==> config.mk <==
export PLATFORM = sky130hd
export DESIGN_NAME = flash_cmd_if
export DESIGN_NICKNAME = d
export VERILOG_FILES = /design/src/rtl/flash_cmd_pkg.sv /design/src/rtl/flash_ctrl.sv /design/src/rtl/flash_store.sv /design/src/rtl/flash_rd_mux.sv /design/src/rtl/flash_cmd_if.sv
export SDC_FILE = /design/constraint.sdc
export NUM_CORES = 2
export LEC_CHECK = 0
export BUFFER_PORTS_ARGS = -buffer_cell sky130_fd_sc_hd__buf_2
export CAP_MARGIN = 10
export CORE_ASPECT_RATIO = 0.8
export CORE_MARGIN = 1.5
export CORE_UTILIZATION = 45
export CTS_CLUSTER_DIAMETER = 120
export CTS_CLUSTER_SIZE = 30
export DETAILED_ROUTE_END_ITERATION = 10
export GPL_TIMING_DRIVEN = 1
export PLACE_DENSITY = 0.72
export REMOVE_ABC_BUFFERS = 1
export SYNTH_ARGS = -nofsm -noshare
export SYNTH_HDL_FRONTEND = slang
export SYNTH_HIERARCHICAL = 1
export SYNTH_SLANG_ARGS = --single-unit
==> constraint.sdc <==
create_clock -name clk -period 3.1 [get_ports clk]
set_clock_uncertainty 0.1 [all_clocks]
set_input_delay 0.155 -clock clk [delete_from_list [all_inputs] [get_ports clk]]
set_output_delay 0.155 -clock clk [all_outputs]
set_load 0.01 [all_outputs]
==> src/rtl/flash_cmd_pkg.sv <==
package flash_cmd_pkg;

  typedef enum logic [1:0] {
    ST_IDLE,
    ST_LOCK_SET,
    ST_PROG,
    ST_ERASE_SET
  } fstate_e;

  typedef enum logic [1:0] {
    RM_ARRAY,
    RM_STATUS,
    RM_IDENT,
    RM_QUERY
  } rmode_e;

  localparam logic [7:0] OP_READ_ARRAY   = 8'hFF;
  localparam logic [7:0] OP_READ_STATUS  = 8'h70;
  localparam logic [7:0] OP_READ_ID      = 8'h90;
  localparam logic [7:0] OP_READ_QUERY   = 8'h98;
  localparam logic [7:0] OP_CLEAR_STATUS = 8'h50;
  localparam logic [7:0] OP_PROGRAM      = 8'h40;
  localparam logic [7:0] OP_PROGRAM_ALT  = 8'h10;
  localparam logic [7:0] OP_LOCK_SETUP   = 8'h60;
  localparam logic [7:0] OP_ERASE_SETUP  = 8'h20;
  localparam logic [7:0] OP_BUF_SETUP    = 8'hE8;
  localparam logic [7:0] OP_CONFIRM      = 8'hD0;
  localparam logic [7:0] OP_LOCK         = 8'h01;

  localparam logic [7:0] SR_READY     = 8'h80;
  localparam logic [7:0] SR_PROTECT   = 8'h02;
  localparam logic [7:0] SR_PROG_ERR  = 8'h10;
  localparam logic [7:0] SR_ERASE_ERR = 8'h20;
  localparam logic [7:0] SR_LOCK_FAIL = SR_PROG_ERR | SR_PROTECT;
  localparam logic [7:0] SR_SEQ_FAIL  = SR_ERASE_ERR | SR_PROG_ERR;

endpackage

==> src/rtl/flash_ctrl.sv <==
module flash_ctrl
  import flash_cmd_pkg::*;
#(
  parameter int NUM_BLOCKS = 4,
  localparam int BLK_W = $clog2(NUM_BLOCKS)
) (
  input  logic                  clk,
  input  logic                  rst,
  input  logic                  wr_en,
  input  logic [7:0]            cmd,
  input  logic [BLK_W-1:0]      blk,
  output fstate_e               state,
  output rmode_e                rmode,
  output logic [7:0]            status,
  output logic [NUM_BLOCKS-1:0] locks,
  output logic                  prog_we,
  output logic                  erase_go
);

  logic blk_locked;

  always_comb begin
    blk_locked = locks[blk];
    prog_we    = wr_en && (state == ST_PROG) && !blk_locked;
    erase_go   = wr_en && (state == ST_ERASE_SET) && (cmd == OP_CONFIRM) && !blk_locked;
  end

  always_ff @(posedge clk) begin
    if (rst) begin
      state  <= ST_IDLE;
      rmode  <= RM_ARRAY;
      status <= SR_READY;
      locks  <= '0;
    end else if (wr_en) begin
      case (state)
        ST_IDLE: begin
          case (cmd)
            OP_READ_STATUS:  rmode <= RM_STATUS;
            OP_READ_ID:      rmode <= RM_IDENT;
            OP_READ_QUERY:   rmode <= RM_QUERY;
            OP_CLEAR_STATUS: status <= SR_READY;
            OP_PROGRAM, OP_PROGRAM_ALT: begin
              state <= ST_PROG;
              rmode <= RM_STATUS;
            end
            OP_LOCK_SETUP:   state <= ST_LOCK_SET;
            OP_ERASE_SETUP: begin
              state <= ST_ERASE_SET;
              rmode <= RM_STATUS;
            end
            OP_BUF_SETUP:    rmode <= RM_STATUS;
            OP_CONFIRM:      ;
            default:         rmode <= RM_ARRAY;
          endcase
        end
        ST_LOCK_SET: begin
          if (cmd == OP_LOCK) begin
            locks[blk] <= 1'b1;
            rmode      <= RM_STATUS;
          end else if (cmd == OP_CONFIRM) begin
            locks[blk] <= 1'b0;
            rmode      <= RM_STATUS;
          end else begin
            status <= status | SR_SEQ_FAIL;
          end
          state <= ST_IDLE;
        end
        ST_PROG: begin
          if (blk_locked) status <= status | SR_LOCK_FAIL;
          rmode <= RM_STATUS;
          state <= ST_IDLE;
        end
        default: begin
          if (cmd == OP_CONFIRM) begin
            if (blk_locked) status <= status | SR_LOCK_FAIL;
          end else begin
            status <= status | SR_SEQ_FAIL;
          end
          rmode <= RM_STATUS;
          state <= ST_IDLE;
        end
      endcase
    end
  end

endmodule

==> src/rtl/flash_store.sv <==
module flash_store #(
  parameter int WORDS       = 64,
  parameter int BLOCK_WORDS = 16,
  localparam int WIDX_W = $clog2(WORDS),
  localparam int BLK_W  = $clog2(WORDS / BLOCK_WORDS)
) (
  input  logic              clk,
  input  logic              rst,
  input  logic              we,
  input  logic [3:0]        be,
  input  logic [WIDX_W-1:0] widx,
  input  logic [31:0]       wdata,
  input  logic              erase,
  input  logic [BLK_W-1:0]  eblk,
  input  logic [WIDX_W-1:0] ridx,
  output logic [31:0]       rword
);

  logic [31:0] mem [WORDS];

  always_ff @(posedge clk) begin
    for (int w = 0; w < WORDS; w++) begin
      if (rst) begin
        mem[w] <= '1;
      end else if (erase && (BLK_W'(w / BLOCK_WORDS) == eblk)) begin
        mem[w] <= '1;
      end else if (we && (WIDX_W'(w) == widx)) begin
        for (int b = 0; b < 4; b++) begin
          if (be[b]) mem[w][b*8 +: 8] <= wdata[b*8 +: 8];
        end
      end
    end
  end

  assign rword = mem[ridx];

endmodule

==> src/rtl/flash_rd_mux.sv <==
module flash_rd_mux
  import flash_cmd_pkg::*;
#(
  parameter int NUM_BLOCKS  = 4,
  parameter int BLOCK_BYTES = 64,
  localparam int ADDR_W   = $clog2(NUM_BLOCKS * BLOCK_BYTES),
  localparam int BLK_LSB  = $clog2(BLOCK_BYTES),
  localparam int SIZE_LOG = $clog2(NUM_BLOCKS * BLOCK_BYTES / 2),
  localparam int DEV_BLK  = BLOCK_BYTES / 2,
  localparam int NB_M1    = NUM_BLOCKS - 1
) (
  input  rmode_e                rmode,
  input  logic [ADDR_W-1:0]     addr,
  input  logic [31:0]           arr_word,
  input  logic [7:0]            status,
  input  logic [NUM_BLOCKS-1:0] locks,
  output logic [31:0]           rd_next
);

  logic [BLK_LSB-3:0]        id_idx;
  logic [ADDR_W-BLK_LSB-1:0] id_blk;
  logic [15:0]               q_idx;
  logic [7:0]                q_byte;
  logic [15:0]               val16;

  always_comb begin
    id_idx = addr[BLK_LSB-1:2];
    id_blk = addr[ADDR_W-1:BLK_LSB];
    q_idx  = 16'(addr[ADDR_W-1:2]);
    case (q_idx)
      16'h10:  q_byte = 8'h51;
      16'h11:  q_byte = 8'h52;
      16'h12:  q_byte = 8'h59;
      16'h13:  q_byte = 8'h01;
      16'h15:  q_byte = 8'h31;
      16'h27:  q_byte = 8'(SIZE_LOG);
      16'h28:  q_byte = 8'h05;
      16'h2C:  q_byte = 8'h01;
      16'h2D:  q_byte = 8'(NB_M1);
      16'h2E:  q_byte = 8'(NB_M1 >> 8);
      16'h2F:  q_byte = 8'(DEV_BLK);
      16'h30:  q_byte = 8'(DEV_BLK >> 8);
      16'h31:  q_byte = 8'h50;
      16'h32:  q_byte = 8'h52;
      16'h33:  q_byte = 8'h49;
      default: q_byte = 8'h00;
    endcase
    case (rmode)
      RM_STATUS: val16 = {8'h00, status};
      RM_IDENT: begin
        if (id_idx == 0)      val16 = 16'h0000;
        else if (id_idx == 1) val16 = 16'hFFFF;
        else if (id_idx == 2) val16 = {15'h0, locks[id_blk]};
        else                  val16 = 16'h0000;
      end
      RM_QUERY:  val16 = {8'h00, q_byte};
      default:   val16 = 16'h0000;
    endcase
    rd_next = (rmode == RM_ARRAY) ? arr_word : {val16, val16};
  end

endmodule

==> src/rtl/flash_cmd_if.sv <==
module flash_cmd_if
  import flash_cmd_pkg::*;
#(
  parameter int NUM_BLOCKS  = 4,
  parameter int BLOCK_BYTES = 64,
  localparam int ADDR_W = $clog2(NUM_BLOCKS * BLOCK_BYTES)
) (
  input  logic              clk,
  input  logic              rst,
  input  logic              bus_wr,
  input  logic              bus_rd,
  input  logic [ADDR_W-1:0] bus_addr,
  input  logic [31:0]       bus_wdata,
  input  logic [3:0]        bus_be,
  output logic [31:0]       bus_rdata
);

  localparam int WORDS       = NUM_BLOCKS * BLOCK_BYTES / 4;
  localparam int BLOCK_WORDS = BLOCK_BYTES / 4;
  localparam int BLK_LSB     = $clog2(BLOCK_BYTES);
  localparam int BLK_W       = $clog2(NUM_BLOCKS);

  fstate_e               state_q;
  rmode_e                rmode_q;
  logic [7:0]            status_q;
  logic [NUM_BLOCKS-1:0] locks_q;
  logic                  prog_we;
  logic                  erase_go;
  logic [BLK_W-1:0]      blk_sel;
  logic [31:0]           arr_word;
  logic [31:0]           rd_next;

  assign blk_sel = bus_addr[ADDR_W-1:BLK_LSB];

  flash_ctrl #(.NUM_BLOCKS(NUM_BLOCKS)) u_ctrl (
    .clk     (clk),
    .rst     (rst),
    .wr_en   (bus_wr),
    .cmd     (bus_wdata[7:0]),
    .blk     (blk_sel),
    .state   (state_q),
    .rmode   (rmode_q),
    .status  (status_q),
    .locks   (locks_q),
    .prog_we (prog_we),
    .erase_go(erase_go)
  );

  flash_store #(.WORDS(WORDS), .BLOCK_WORDS(BLOCK_WORDS)) u_store (
    .clk  (clk),
    .rst  (rst),
    .we   (prog_we),
    .be   (bus_be),
    .widx (bus_addr[ADDR_W-1:2]),
    .wdata(bus_wdata),
    .erase(erase_go),
    .eblk (blk_sel),
    .ridx (bus_addr[ADDR_W-1:2]),
    .rword(arr_word)
  );

  flash_rd_mux #(.NUM_BLOCKS(NUM_BLOCKS), .BLOCK_BYTES(BLOCK_BYTES)) u_mux (
    .rmode   (rmode_q),
    .addr    (bus_addr),
    .arr_word(arr_word),
    .status  (status_q),
    .locks   (locks_q),
    .rd_next (rd_next)
  );

  always_ff @(posedge clk) begin
    if (rst)         bus_rdata <= '0;
    else if (bus_rd) bus_rdata <= rd_next;
  end

endmodule

# Word-level counts from Yosys, hierarchy flattened
# Memories as Yosys holds them, arrays and structs flattened.
# Cells that the tools add are included.
# W data, S select, Z words.
# totals
register_bits	48
ramBits	2048
rom_bits	448
input_bits	48
output_inout_bits	32
word_cells	1900
mem_count	2
# memory_table
memory	words	width	rd	rd_ports_with_merged_regs	wr	line_no	rtl
u_store.mem	64	32	1	0	64	flash_store.sv:19	logic [31:0] mem [WORDS];
(name not given)	64	7	1	0	0	flash_rd_mux.sv:30	case (q_idx)
# op_classes
n_lt_le_gt_ge	2
eq_ne	91
muxes	1385
bitwise_logic	324
n_reduce_logical	90
# op_table
operator	count
$mux W32	65
$mux W8	259
$mux W1	1045
$or A1 B1 Y1	320
$eq A6 B6 Y1 const A	32
$eq A5 B6 Y1 const A	16
$logic_and A1 B1 Y1	74
$eq A4 B6 Y1 const A	8
$pmux W16 S3	1
$eq A8 B7 Y1 const B	4
$eq A8 B8 Y1 const B	4
$mux W16	2
$eq A3 B6 Y1 const A	4
$pmux W8 S3	1
$eq A2 B6 Y1 const A	2
$eq A2 B2 Y1 const B	4
$eq A8 B1 Y1 const B	1
$eq A8 B5 Y1 const B	1
$eq A8 B6 Y1 const B	1
$mux W4	2
$ne A2 B2 Y1 const B	4
$pmux W2 S4	1
$reduce_and A4 Y1	2
$eq A1 B6 Y1 const A	1
31 further kinds	38

# Depth between registers and ports, before layout
# depth
word_depth	10
mapped_depth	13
depth_no_buf	9

# Modules after synthesis
# The synthesis kept the hierarchy.
# modules_own_cells
module	instances	cells_per_inst	area_per_inst_um2	seq_area_each_um2
flash_store	1	6378	94605.7	61499.0
flash_cmd_if	1	103	1163.6	640.6
flash_ctrl	1	107	852.1	240.2
flash_rd_mux	1	107	783.3	0.0

# Worst setup path after synthesis
# OpenSTA, ideal clock, no wires.
# synth_timing
path_type	reg-to-reg
startpoint	register u_ctrl.locks[3]
endpoint	memory u_store.mem[1][0], enable pin
setup_time_ps	384
arrival_ps	2697
required_time_ps	2616
path_slack_ps	-81
path_stages_with_launch	8
path_buffers	2
synth_period_minus_slack_ps	3181
cell_sequence	dfxtp_1 > mux4_2 > nor3_1 > nor3b_1 > clkbuf_1 > nand2_1 > clkbuf_1 > o21ai_0
# synth_lines
element	line_no	rtl
start, declared	flash_ctrl.sv:15	output logic [NUM_BLOCKS-1:0] locks,
start signal, assigned	flash_ctrl.sv:33	locks <= '0;
start signal, assigned by index	flash_ctrl.sv:58	locks[blk] <= 1'b1;
start signal, assigned by index	flash_ctrl.sv:61	locks[blk] <= 1'b0;
end, declared	flash_store.sv:19	

==> results.yml <==
cells_and_area:
  drive_gt1_share_pct: 38.4
  multiInputGateArea_um2: 32100
  seqCellArea_um2: 62400
  finalNetCount: 7276
  final_common_cell: "edfxtp_1"
  syn_to_final_growth_pct: 13.4
  n_fill_cell: 17469
  most-common-layout-cells: "2,048 x edfxtp_1, 1,058 x or3_1, 981 x or2_2"
synth:
  yosysTopAreaCell: "edfxtp_1"
  ys_async_sr_fraction_pct: 0
  ys_warn_count: 6
  ys_seq_area_share_pct: 64.0
  synth.avg_cell_area_um2: 14.5
  yosys-top-cells-area: "edfxtp_1 63%, mux4_2 11%, or3_1 6.8%, or2_2 6.3%, clkbuf_1 2.1%"
  synth_edf_count: 2048
  synth_seq_cells: 2092
  synthCells: 6695
  ys.flop_type: "edfxtp_1"
  synth.cell_area_um2: 97400
  synth.distinct_cells: 76
  synth_top_area_share_pct: 63.1
timing:
  setup_slack_ns: 0.0518
  max_freq_mhz: 328
  drv_slew: 0
  rsz0062_at_grt: "true"
  worst_pin_slew_ns: 1.14
  period_share_pct: 98.3
  worst_hold_slack_ns: 0.0476
  hold_viol: 0
  slew_headroom_pct: 23.4
  setup_violations: 0
  fin_crit_ns: 3.05
routing:
  dr_wl_met2_um: 128000
  wl_per_cell_um: 29.3
  drc: 0
  viasPerCell: 6.27
  drt_iter0_drc: 9814
  dr.pass1.iters: 8
  totalWireLength_um: 297000
  antenna_left: 0
  met1_length_um: 113000
  top_layer: "met5"
  wl_met3_um: 46600
  via_count: 63400
clocking:
  cts.sink_count: 2092
  cts-buffers-inserted: 79
  clkLatencyLatePin_ns: 0.79
  cts_tree: "done"
  root_buffer: "clkbuf_16"
  clk_path_buf_depth: 3
  clk_pin_slew_ns: 0.13
  htreeDepth: 3
worst_setup_path:
  crit_type: "flop to flop"
  worstRegToRegCells: 10
  r2r-end: "u_store/mem[48][7]$_SDFFCE_PN1P_"
  crit_arrival_ns: 3.35
  cp_max_fo: 16
  reg2reg_slack_ns: 0.05
  cp_data_required_time_ns: 3.40
  critPathCaptureType: "flop"
  critPathLaunchType: "flop"
  r2r-start: "u_ctrl/locks[3]$_SDFFE_PP0P_"
floorplanning:
  fp.dieW_um: 523
  pin_count: 80
  die_height_um: 419
  rows: 152
  coreArea_um2: 215000
  start_util_pct: 45.3
  die-area_um2: 219000
min_path:
  holdCritStartpoint: "bus_be[0]"
  hold_depth: 4
  hp-class: "input pin to flop"
  min_to: "u_store/mem[32][3]$_SDFFCE_PN1P_"
grt:
  grt_usage_pct: 26.7
  antenna_found_initial: 23
  grt_max_degree: 66
  grt_pass1_wl_um: 424000
  grt_pass1_vias: 60809
  overflow: 0
placement:
  gp_congestion: 0.960
  place_ws_ns: -0.245
  io_buffers: 77
  place_hpwl_um: 208000
power_and_ir_drop:
  ir_drop_v: 0.000507
  p_leak_nw: 28.5
  power.density_nw_per_um2: 444
status:
  status: "completed"
flow_run:
  drv_cap: 0
-- Yosys cell counts, types with 25 or more instances --
cell type and number:
a211oi_1 31, a21oi_1 29, a22oi_1 60, and3_1 33
buf_1 44, buf_2 63, buf_4 35, clkbuf_1 534
dfxtp_1 44, edfxtp_1 2048, mux2_2 25, mux2i_1 92
mux4_2 488, nand2_1 383, nand2b_1 26, nand3_1 65
nand4_1 57, nor2_1 79, nor2b_1 46, o21ai_0 148
o221ai_1 57, o22ai_1 62, or2_2 981, or3_1 1058
-- what timing repair did --
item / CTS / global route
gates cloned: 0 / 0
hold buffers: 25 / 0
pin swaps: 1 / 4
hold endpoints to repair: 233 / 0
resized for setup: 13 / 46
buffers inserted: 0 / 5
setup endpoints to repair: 422 / 1195
-- where the power goes --
part	leakage, nW	switching (mW)	internal [mW]
logic	12.8	2.97	1.46
registers	14.6	0.0853	31.0
clock network	1.08	8.49	5.03
-- through the flow --
| stage | std cells | area [um^2] | util, % | total power, mW | TNS, ns |
|---|---|---|---|---|---|
| after floorplan | 5991 | 94200 | - | 33.1 | -5235.71 |
| after global placement | 9959 | 108000 | 50.1 | 35.9 | -99.57 |
| after detailed placement | 9959 | 108000 | 50.1 | 36.0 | -83.39 |
| after CTS | 10104 | 110000 | 51.3 | 49.0 | -0.00248 |
| after global routing | 10111 | 110000 | 51.4 | 50.2 | -0.00470 |
| final | 10119 | 110000 | 51.4 | 49.0 | 0 |
-- worst max path at each step --
stage                                       from  cells past startpoint                           endpoint  slack, ns
detailed placement                   bus_addr[7]                     13  u_store/mem[50][11]$_SDFFCE_PN1P_      -0.25
global route        u_ctrl/locks[3]$_SDFFE_PP0P_                     11   u_store/mem[29][1]$_SDFFCE_PN1P_     -0.005
finish              u_ctrl/locks[3]$_SDFFE_PP0P_                     10   u_store/mem[48][7]$_SDFFCE_PN1P_       0.05
CTS                 u_ctrl/locks[3]$_SDFFE_PP0P_                     11   u_store/mem[58][5]$_SDFFCE_PN1P_     -0.002
global placement                     bus_addr[2]                     11         bus_rdata[29]$_SDFFE_PP0P_      -0.25
floorplan                           bus_wdata[5]                      7   u_store/mem[32][0]$_SDFFCE_PN1P_      -1.91
-- metal layers --
layer  vias up  GRT usage, %
met1     32171          38.0
met4        24          7.31
li1      26424             -
met5         -             0
met3       483          9.25
met2      4298          38.8
-- cell families after synthesis --
| logic type | after synthesis | share of synthesized area, % |
|---|---|---|
| adder cells (fa/ha/maj) | 7 | 0.0899 |
| AND/OR/NAND/NOR | 2822 | 16.9 |
| multiplexers | 605 | 12.5 |
| flip-flops | 2092 | 64.0 |
| buffers and inverters | 714 | 3.28 |
| AO/OA/AOI/OAI | 453 | 3.13 |
| XOR/XNOR | 1 | 0.00899 |
| other | 1 | 0.00385 |
-- worst max-delay path: stages, from the launching register on --
cell,delay [ns]
dfxtp_2,0.35
mux4_2,0.51
buf_4,0.18
nor3_2,0.19
buf_4,0.18
a31oi_4,0.19
buf_4,0.22
and2_0,0.18
buf_12,0.17
nand2_1,0.09
nand2_1,0.30
-- flip-flops by register name (all words and copies together), names as in the netlist --
register,flops
u_store/mem,2048
bus_rdata,32
u_ctrl/locks,4
u_ctrl/status,4
u_ctrl/rmode,2
u_ctrl/state,2
-- final cells by class --
| cell class | instances | area share (%) |
|---|---|---|
| multi-input cells | 3892 | 29.1 |
| repair buffers | 1149 | 9.15 |
| clock inverters | 4 | 0.0317 |
| diodes | 10 | 0.0227 |
| well taps | 2849 | 3.23 |
| clock buffers | 116 | 1.99 |
| flip-flops and latches | 2092 | 56.5 |
| inverters | 7 | 0.0238 |
No activity file was read; power rests on OpenSTA's default activity.
